## src/rtl/pin_bank_pkg.sv

```systemverilog
package pin_bank_pkg;

  // Register selection decoded from the byte offset.
  typedef enum logic [2:0] {
    SEL_LEVEL  = 3'd0,
    SEL_RAISE  = 3'd1,
    SEL_LOWER  = 3'd2,
    SEL_DRIVE  = 3'd3,
    SEL_SENSE  = 3'd4,
    SEL_NONE   = 3'd5
  } reg_sel_e;

  localparam logic [31:0] OFS_LEVEL = 32'h00;
  localparam logic [31:0] OFS_RAISE = 32'h04;
  localparam logic [31:0] OFS_LOWER = 32'h08;
  localparam logic [31:0] OFS_DRIVE = 32'h0C;
  localparam logic [31:0] OFS_SENSE = 32'h10;

  function automatic reg_sel_e decode_sel(input logic [31:0] ofs);
    reg_sel_e s;
    case (ofs)
      OFS_LEVEL: s = SEL_LEVEL;
      OFS_RAISE: s = SEL_RAISE;
      OFS_LOWER: s = SEL_LOWER;
      OFS_DRIVE: s = SEL_DRIVE;
      OFS_SENSE: s = SEL_SENSE;
      default:   s = SEL_NONE;
    endcase
    return s;
  endfunction

endpackage

```

## src/rtl/pin_bank_xlate.sv

```systemverilog
// Maps between line order and register order. TO_REG=1: line -> register
// (mirror first, then byte swap); TO_REG=0: the exact inverse.
module pin_bank_xlate #(
  parameter int WIDTH  = 32,
  parameter bit MIRROR = 1'b0,
  parameter bit BSWAP  = 1'b0,
  parameter bit TO_REG = 1'b1
) (
  input  logic [WIDTH-1:0] din,
  output logic [WIDTH-1:0] dout
);
  localparam int NBYTE = WIDTH / 8;

  logic [WIDTH-1:0] mir_in, mir_out, sw_in, sw_out;

  generate
    if (TO_REG) begin : g_fwd
      assign mir_in = din;
      assign sw_in  = mir_out;
      assign dout   = sw_out;
    end else begin : g_inv
      assign sw_in  = din;
      assign mir_in = sw_out;
      assign dout   = mir_out;
    end

    if (MIRROR) begin : g_mir
      for (genvar i = 0; i < WIDTH; i++) begin : g_bit
        assign mir_out[i] = mir_in[WIDTH-1-i];
      end
    end else begin : g_nomir
      assign mir_out = mir_in;
    end

    if (BSWAP) begin : g_sw
      for (genvar b = 0; b < NBYTE; b++) begin : g_byte
        assign sw_out[8*b +: 8] = sw_in[8*(NBYTE-1-b) +: 8];
      end
    end else begin : g_nosw
      assign sw_out = sw_in;
    end
  endgenerate

endmodule

```

## src/rtl/pin_bank_sync.sv

```systemverilog
// Two-stage synchronizer for the pad inputs.
module pin_bank_sync #(
  parameter int WIDTH = 32
) (
  input  logic             clk,
  input  logic             rst,
  input  logic [WIDTH-1:0] async_in,
  output logic [WIDTH-1:0] sync_out
);
  logic [WIDTH-1:0] stage1;

  always_ff @(posedge clk) begin
    if (rst) begin
      stage1   <= '0;
      sync_out <= '0;
    end else begin
      stage1   <= async_in;
      sync_out <= stage1;
    end
  end

endmodule

```

## src/rtl/pin_bank_state.sv

```systemverilog
// Output latch and shared direction state, all in line order.
module pin_bank_state #(
  parameter int WIDTH = 32
) (
  input  logic             clk,
  input  logic             rst,
  input  logic             wr_raise,
  input  logic             wr_lower,
  input  logic             wr_drive,
  input  logic             wr_sense,
  input  logic [WIDTH-1:0] wline,
  output logic [WIDTH-1:0] latch_q,
  output logic [WIDTH-1:0] dir_q
);

  always_ff @(posedge clk) begin
    if (rst) begin
      latch_q <= '0;
      dir_q   <= '0;
    end else begin
      if (wr_raise) latch_q <= latch_q | wline;
      if (wr_lower) latch_q <= latch_q & ~wline;
      if (wr_drive) dir_q   <= wline;
      if (wr_sense) dir_q   <= ~wline;
    end
  end

  AST_ONE_STROBE: assert property (@(posedge clk) disable iff (rst)
    $onehot0({wr_raise, wr_lower, wr_drive, wr_sense}));
  AST_RAISE_KEEPS: assert property (@(posedge clk) disable iff (rst)
    wr_raise |=> ((latch_q & $past(latch_q)) == $past(latch_q)));
  AST_LOWER_KEEPS: assert property (@(posedge clk) disable iff (rst)
    wr_lower |=> ((latch_q & ~$past(latch_q)) == '0));
  AST_LATCH_IDLE: assert property (@(posedge clk) disable iff (rst)
    !(wr_raise || wr_lower) |=> $stable(latch_q));
  AST_DIR_IDLE: assert property (@(posedge clk) disable iff (rst)
    !(wr_drive || wr_sense) |=> $stable(dir_q));

endmodule

```

## src/rtl/pin_bank_ctrl.sv

```systemverilog
module pin_bank_ctrl
  import pin_bank_pkg::*;
#(
  parameter int WIDTH  = 32,
  parameter int ADDR_W = 5,
  parameter bit MIRROR = 1'b0,
  parameter bit BSWAP  = 1'b0
) (
  input  logic              clk,
  input  logic              rst,
  input  logic [ADDR_W-1:0] bus_addr,
  input  logic [WIDTH-1:0]  bus_wdata,
  input  logic              bus_we,
  input  logic              bus_re,
  output logic [WIDTH-1:0]  bus_rdata,
  input  logic [WIDTH-1:0]  pad_in,
  output logic [WIDTH-1:0]  pad_out,
  output logic [WIDTH-1:0]  pad_oe
);

  // Elaboration checks on the configuration.
  generate
    if (!(WIDTH == 8 || WIDTH == 16 || WIDTH == 32 || WIDTH == 64)) begin : g_bad_width
      $error("pin_bank_ctrl: WIDTH must be 8, 16, 32 or 64");
    end
    if (BSWAP && WIDTH == 64) begin : g_bad_swap
      $error("pin_bank_ctrl: byte swapping is not available at 64 bits");
    end
    if (ADDR_W < 5 || ADDR_W > 32) begin : g_bad_addr
      $error("pin_bank_ctrl: ADDR_W must be 5 to 32");
    end
  endgenerate

  reg_sel_e         sel;
  logic [WIDTH-1:0] wline;
  logic [WIDTH-1:0] level_line;
  logic [WIDTH-1:0] latch_q, dir_q;
  logic [WIDTH-1:0] rd_line, rd_reg;

  assign sel = decode_sel(32'(bus_addr));

  // Write path: register order -> line order.
  pin_bank_xlate #(
    .WIDTH(WIDTH), .MIRROR(MIRROR), .BSWAP(BSWAP), .TO_REG(1'b0)
  ) u_wr_map (
    .din(bus_wdata), .dout(wline)
  );

  pin_bank_sync #(.WIDTH(WIDTH)) u_sync (
    .clk(clk), .rst(rst), .async_in(pad_in), .sync_out(level_line)
  );

  pin_bank_state #(.WIDTH(WIDTH)) u_state (
    .clk      (clk),
    .rst      (rst),
    .wr_raise (bus_we && sel == SEL_RAISE),
    .wr_lower (bus_we && sel == SEL_LOWER),
    .wr_drive (bus_we && sel == SEL_DRIVE),
    .wr_sense (bus_we && sel == SEL_SENSE),
    .wline    (wline),
    .latch_q  (latch_q),
    .dir_q    (dir_q)
  );

  // Read selection in line order, then one translation to register order.
  always_comb begin
    case (sel)
      SEL_LEVEL: rd_line = level_line;
      SEL_RAISE: rd_line = latch_q;
      SEL_DRIVE: rd_line = dir_q;
      SEL_SENSE: rd_line = ~dir_q;
      default:   rd_line = '0;
    endcase
  end

  pin_bank_xlate #(
    .WIDTH(WIDTH), .MIRROR(MIRROR), .BSWAP(BSWAP), .TO_REG(1'b1)
  ) u_rd_map (
    .din(rd_line), .dout(rd_reg)
  );

  always_ff @(posedge clk) begin
    if (rst)         bus_rdata <= '0;
    else if (bus_re) bus_rdata <= rd_reg;
    else             bus_rdata <= '0;
  end

  assign pad_out = latch_q;
  assign pad_oe  = dir_q;

  AST_RDATA_IDLE: assert property (@(posedge clk) disable iff (rst)
    !bus_re |=> (bus_rdata == '0));
  AST_UNMAPPED_ZERO: assert property (@(posedge clk) disable iff (rst)
    (bus_re && (sel == SEL_NONE || sel == SEL_LOWER)) |=> (bus_rdata == '0));
  AST_INERT_WRITE: assert property (@(posedge clk) disable iff (rst)
    (bus_we && (sel == SEL_NONE || sel == SEL_LEVEL)) |=> ($stable(pad_out) && $stable(pad_oe)));

endmodule

```

## config.mk

```make
export PLATFORM = sky130hd
export DESIGN_NAME = pin_bank_ctrl
export DESIGN_NICKNAME = d
export VERILOG_FILES = /design/src/rtl/pin_bank_pkg.sv /design/src/rtl/pin_bank_xlate.sv /design/src/rtl/pin_bank_sync.sv /design/src/rtl/pin_bank_state.sv /design/src/rtl/pin_bank_ctrl.sv
export SDC_FILE = /design/constraint.sdc
export NUM_CORES = 1
export LEC_CHECK = 0
export CORE_MARGIN = 2
export CORE_UTILIZATION = 54
export DETAILED_ROUTE_END_ITERATION = 16
export PLACE_DENSITY = 0.86
export SYNTH_ARGS = -nofsm -noshare
export SYNTH_HDL_FRONTEND = slang
export SYNTH_HIERARCHICAL = 1
export SYNTH_SLANG_ARGS = --single-unit
```

## constraint.sdc

```tcl
create_clock -name clk -period 4.8 [get_ports clk]
set_clock_uncertainty 0.1 [all_clocks]
set_input_delay 0.96 -clock clk [delete_from_list [all_inputs] [get_ports clk]]
set_output_delay 0.96 -clock clk [all_outputs]
set_load 0.1 [all_outputs]
```

[After elaboration in Yosys (flattened, before gate mapping)]
Cells that the tools add are included.
Storage, ports and cells
  logic and storage cells: 33
  register bits after elaboration: 160
  output and inout bits: 96
Operators by class
  bitwise operators: 5
  mux-type cells: 6
  reductions and logical operators: 9
  equal/unequal tests: 8
Operators with widths (count)
  two-way mux 32 bit: 4
  case mux 32 bit (4 select lines): 1
  NOT 32 bit: 2
  bitwise AND 32 bit: 1
  bitwise OR 32 bit: 1
  case mux 3 bit (5 select lines): 1
  equality test 5 x 4 -> 1 bit, second input constant: 2
  equality test 3 x 2 -> 1 bit, second input constant: 2
  equality test 5 x 3 -> 1 bit, second input constant: 1
  equality test 5 bit, second input constant: 1
  logical NOT 5 bit: 1
  logical AND 1 bit: 4
  nonzero test 2 bit: 2
  equality test 3 x 1 -> 1 bit, second input constant: 1
  equality test 3 bit, second input constant: 1
  logical NOT 3 bit: 1
  OR reduction 2 bit: 1
  NOT 1 bit: 1

[Longest topological paths before layout]
  depth after elaboration: 6
  depth in mapped cells: 9
  mapped depth without buffers: 5

[By module]
Netlist, hierarchy kept.
Modules (own cells, without submodules)
  pin_bank_state: cells an instance 284, times used 1, sequential area each 1281.2 um^2, area an instance 2742.6 um^2
  pin_bank_ctrl: cells an instance 263, times used 1, sequential area each 640.6 um^2, area an instance 2118.3 um^2
  pin_bank_sync: cells an instance 135, times used 1, sequential area each 1281.2 um^2, area an instance 1918.1 um^2
  pin_bank_xlate: cells an instance 32, times used 2, sequential area each 0.0 um^2, area an instance 240.2 um^2

[Least setup slack after synthesis]
OpenSTA, ideal clock, no wires.
  kind: input -> register
  start point: input port bus_addr[1]
  end point: register with a tool-made name
  data arrival time: 2.587 ns
  buffers on the path: 1
  stages: 5
  required time: 4.614 ns
  path slack: 2.027 ns
  setup time: 0.086 ns
  cells stage by stage: or3b_2 nor4b_1 clkbuf_1 a21oi_1 a211oi_1
RTL lines
  start, declared: line pin_bank_ctrl.sv:11  | input logic [ADDR_W-1:0] bus_addr,

[Worst setup path in the final report]
  start point: register u_state.dir_q[26]
  end point: output port pad_oe[26]
RTL lines
  start, declared: line pin_bank_state.sv:13  | output logic [WIDTH-1:0] dir_q
  start signal, assigned: line pin_bank_state.sv:23  | if (wr_drive) dir_q <= wline;
  start signal, assigned: line pin_bank_state.sv:24  | if (wr_sense) dir_q <= ~wline;
  end, declared: line pin_bank_ctrl.sv:18  | output logic [WIDTH-1:0] pad_oe
No word-level cell between the ends.

==> flow_results.xml <==
<?xml version="1.0" encoding="UTF-8"?>
<metrics>
  <group name="run_status">
    <metric name="status" unit="">finished, final reports clean</metric>
  </group>
  <group name="critical_path">
    <metric name="critPathLaunchType" unit="">flip-flop</metric>
    <metric name="worstPathRequired" unit="ns">3.74</metric>
    <metric name="critical-path-slowest-cell" unit="">sky130_fd_sc_hd__clkdlybuf4s50_1</metric>
    <metric name="cp_top_family" unit="">buffers and inverters</metric>
    <metric name="worstPathArrival" unit="ns">2.04</metric>
    <metric name="timing_worst_setup_path_type" unit="">flip-flop to output pin</metric>
    <metric name="timing.critical_path.buf_inv" unit="">1</metric>
    <metric name="worstPathCellList" unit="">clkdlybuf4s50_1</metric>
    <metric name="category_of_the_worst_setup_path_capture_point" unit="">output pin</metric>
    <metric name="critical_path.max_stage_delay" unit="ns">1.18</metric>
    <metric name="crit_path_max_fanout" unit="">4</metric>
  </group>
  <group name="global_route">
    <metric name="grt_pass1_wl" unit="mm">28.0</metric>
    <metric name="vias_in_the_first_global_route" unit="">5011</metric>
    <metric name="overflow" unit="">0</metric>
    <metric name="antenna_found_initial" unit="">0</metric>
    <metric name="groute.usage.overall" unit="%">25.4</metric>
    <metric name="largest_net_degree_at_the_start_of_global_routing" unit="">95</metric>
  </group>
  <group name="routing">
    <metric name="antenna_violating_nets_post_route" unit="">0</metric>
    <metric name="routed_via_count_divided_by_cell_count" unit="">5.45</metric>
    <metric name="wl_per_cell" unit="um">18.1</metric>
    <metric name="initialDrtViolationCount" unit="">599</metric>
    <metric name="vias_after_detailed_routing" unit="">5465</metric>
    <metric name="drt-total-wl" unit="mm">18.2</metric>
    <metric name="drt_drc_violations_left" unit="">0</metric>
    <metric name="drtPass1Iterations" unit="">5</metric>
  </group>
  <group name="floorplanning">
    <metric name="num_rows" unit="">42</metric>
    <metric name="die_width" unit="um">120</metric>
    <metric name="core_area" unit="sq um">13200</metric>
    <metric name="die_area" unit="sq um">14400</metric>
    <metric name="start_util" unit="%">55.0</metric>
    <metric name="design.portCount" unit="">169</metric>
    <metric name="floorplan.die.height" unit="um">120</metric>
  </group>
  <group name="clock_network">
    <metric name="cts-root-buf" unit="">sky130_fd_sc_hd__clkbuf_16</metric>
    <metric name="clkSinkCount" unit="">160</metric>
    <metric name="cts.clk_slew.worst_paths" unit="ns">0.06</metric>
    <metric name="total_of_cells_resized_after_clock_tree_synthesis" unit="">0</metric>
    <metric name="worstSkewPairLatency" unit="ns">0.42</metric>
    <metric name="cts-buffers-inserted" unit="">17</metric>
    <metric name="holdBufCountCts" unit="">0</metric>
    <metric name="cts_max_path_buffers" unit="">2</metric>
    <metric name="cts_htree_levels" unit="">4</metric>
    <metric name="cts_tree" unit="">built</metric>
    <metric name="postCtsSetupBuffers" unit="">0</metric>
  </group>
  <group name="sta">
    <metric name="setup_viol" unit="">0</metric>
    <metric name="finalHoldViolCount" unit="">0</metric>
    <metric name="timing.hold.ws" unit="ns">0.337</metric>
    <metric name="grt_setup_unrepaired" unit="">false</metric>
    <metric name="final.min_clock_period" unit="ns">3.10</metric>
    <metric name="clock.fmax" unit="GHz">0.322</metric>
    <metric name="timing_worst_slew_pin_value" unit="ns">1.21</metric>
    <metric name="timing.final.max_slew_violations" unit="">0</metric>
    <metric name="fin_tns_setup" unit="ns">0</metric>
    <metric name="timing.final.crit_share" unit="%">64.6</metric>
    <metric name="slew_headroom" unit="%">19.4</metric>
  </group>
  <group name="synth">
    <metric name="synth_top_flop_cell" unit="">sky130_fd_sc_hd__dfxtp_1</metric>
    <metric name="mappedNetlistNets" unit="">819</metric>
    <metric name="synth.avg_cell_area" unit="sq um">9.73</metric>
    <metric name="netlist_instances" unit="">746</metric>
    <metric name="seq_area_frac_synth" unit="%">44.1</metric>
    <metric name="yosys_warnings" unit="">6</metric>
    <metric name="post_synth_edffs" unit="">0</metric>
    <metric name="post_synth_instance_area" unit="sq um">7260</metric>
    <metric name="ys_ff_latch" unit="">160</metric>
    <metric name="ys_async_sr_fraction" unit="%">0</metric>
    <metric name="ys_types" unit="">31</metric>
  </group>
  <group name="placement">
    <metric name="dp.final_hpwl" unit="mm">12.6</metric>
    <metric name="total_placed_instance_area" unit="sq um">8380</metric>
    <metric name="portBuffers" unit="">168</metric>
    <metric name="finalWeightedCongestion" unit="">0.847</metric>
  </group>
  <group name="finish">
    <metric name="most-common-layout-cells" unit="">166 x sky130_fd_sc_hd__clkdlybuf4s50_1, 160 x sky130_fd_sc_hd__dfxtp_1, 62 x sky130_fd_sc_hd__a31oi_1</metric>
    <metric name="final_layout_size_suffix_gt1_share" unit="%">17.4</metric>
    <metric name="syn_to_final_growth" unit="%">23.7</metric>
    <metric name="layout.cells.most_common" unit="">sky130_fd_sc_hd__clkdlybuf4s50_1</metric>
    <metric name="fill_cells" unit="">1030</metric>
    <metric name="layout.nets" unit="">888</metric>
    <metric name="finalInstanceArea" unit="sq um">8980</metric>
    <metric name="insertedDiodeCount" unit="">0</metric>
  </group>
  <group name="power">
    <metric name="irDropWorstVdd" unit="mV">0.250</metric>
    <metric name="p_total" unit="mW">3.00</metric>
    <metric name="leakagePower" unit="nW">3.04</metric>
    <metric name="power.density" unit="nW/um^2">335</metric>
  </group>
  <group name="job">
    <metric name="max-cap-violations" unit="">0</metric>
  </group>
  <group name="min_path">
    <metric name="worstHoldPathType" unit="">flip-flop to flip-flop</metric>
  </group>
</metrics>
-- Yosys cell counts, types with 11 or more instances --
| library cell | count | area share, % |
|---|---|---|
| sky130_fd_sc_hd__dfxtp_1 | 160 | 44 |
| sky130_fd_sc_hd__buf_4 | 66 | 6.8 |
| sky130_fd_sc_hd__a31oi_1 | 62 | 5.3 |
| sky130_fd_sc_hd__nor2b_2 | 60 | 7.2 |
| sky130_fd_sc_hd__a21oi_1 | 34 | 2.3 |
| sky130_fd_sc_hd__mux2_2 | 34 | 5.3 |
| sky130_fd_sc_hd__a211oi_1 | 32 | 3.3 |
| sky130_fd_sc_hd__and2_1 | 32 | 2.8 |
| sky130_fd_sc_hd__nand2_1 | 32 | 1.7 |
| sky130_fd_sc_hd__nand3_1 | 32 | 2.2 |
| sky130_fd_sc_hd__or3_1 | 32 | 2.8 |
| sky130_fd_sc_hd__clkbuf_1 | 31 | 1.6 |
| sky130_fd_sc_hd__nand2b_1 | 30 | 2.6 |
| sky130_fd_sc_hd__nand3b_1 | 30 | 3.1 |
| sky130_fd_sc_hd__or3b_1 | 30 | 3.6 |
| sky130_fd_sc_hd__buf_6 | 14 | 2.2 |
| sky130_fd_sc_hd__buf_2 | 11 | 0.76 |
-- cell type report --
class                           instances  area, sq um  area share, %
Tap cell                              176          220           2.45
Timing Repair Buffer                  179         1760           19.6
Clock buffer                           22          464           5.17
Sequential cell                       160         3200           35.7
Clock inverter                          9          134           1.49
Multi-Input combinational cell        457         3200           35.7
-- path summary, 6_finish.rpt --
| kind | startpoint | to | slack, ns | cells after the start |
|---|---|---|---|---|
| worst max-delay path | u_state/dir_q[26] | pad_oe[26] | 1.70 | 1 |
| worst max register to register | u_state/dir_q[23] | bus_rdata[23] | 3.55 | 3 |
| worst min register to register | u_sync/stage1[24] | u_sync/sync_out[24] | 0.34 | 1 |
| worst min-delay path | u_sync/stage1[24] | u_sync/sync_out[24] | 0.34 | 1 |
-- power breakdown --
part	total, mW	switching, mW	internal (mW)
registers	1.37	0.0134	1.36
logic	0.283	0.165	0.119
clock network	1.35	0.503	0.843
total	3.00	0.681	2.32
-- routing by layer --
layer | wire length [um] | track usage, %
met1 | 8300 | 36.3
met2 | 8320 | 37.6
met3 | 1290 | 5.89
met4 | 277 | 8.68
met5 | 0 | 0
-- through the flow --
stage | setup WS, ns | util [%] | std cells
finish | 1.70 | 68.1 | 1003
global route | 1.67 | 68.1 | 1003
CTS | 1.71 | 68.1 | 1003
detailed placement | 1.52 | 63.5 | 972
global placement | 1.54 | 63.5 | 972
floorplan | 2.03 | - | 746
-- cells by family after synthesis --
| logic type | after synthesis | synth area share [%] |
|---|---|---|
| muxes | 34 | 5.27 |
| buffers and inverters | 129 | 12.0 |
| AOI/OAI and AO/OA | 130 | 11.2 |
| DFF | 160 | 44.1 |
| and+or+nand+nor | 293 | 27.4 |
(Power assumes the default switching activity.)
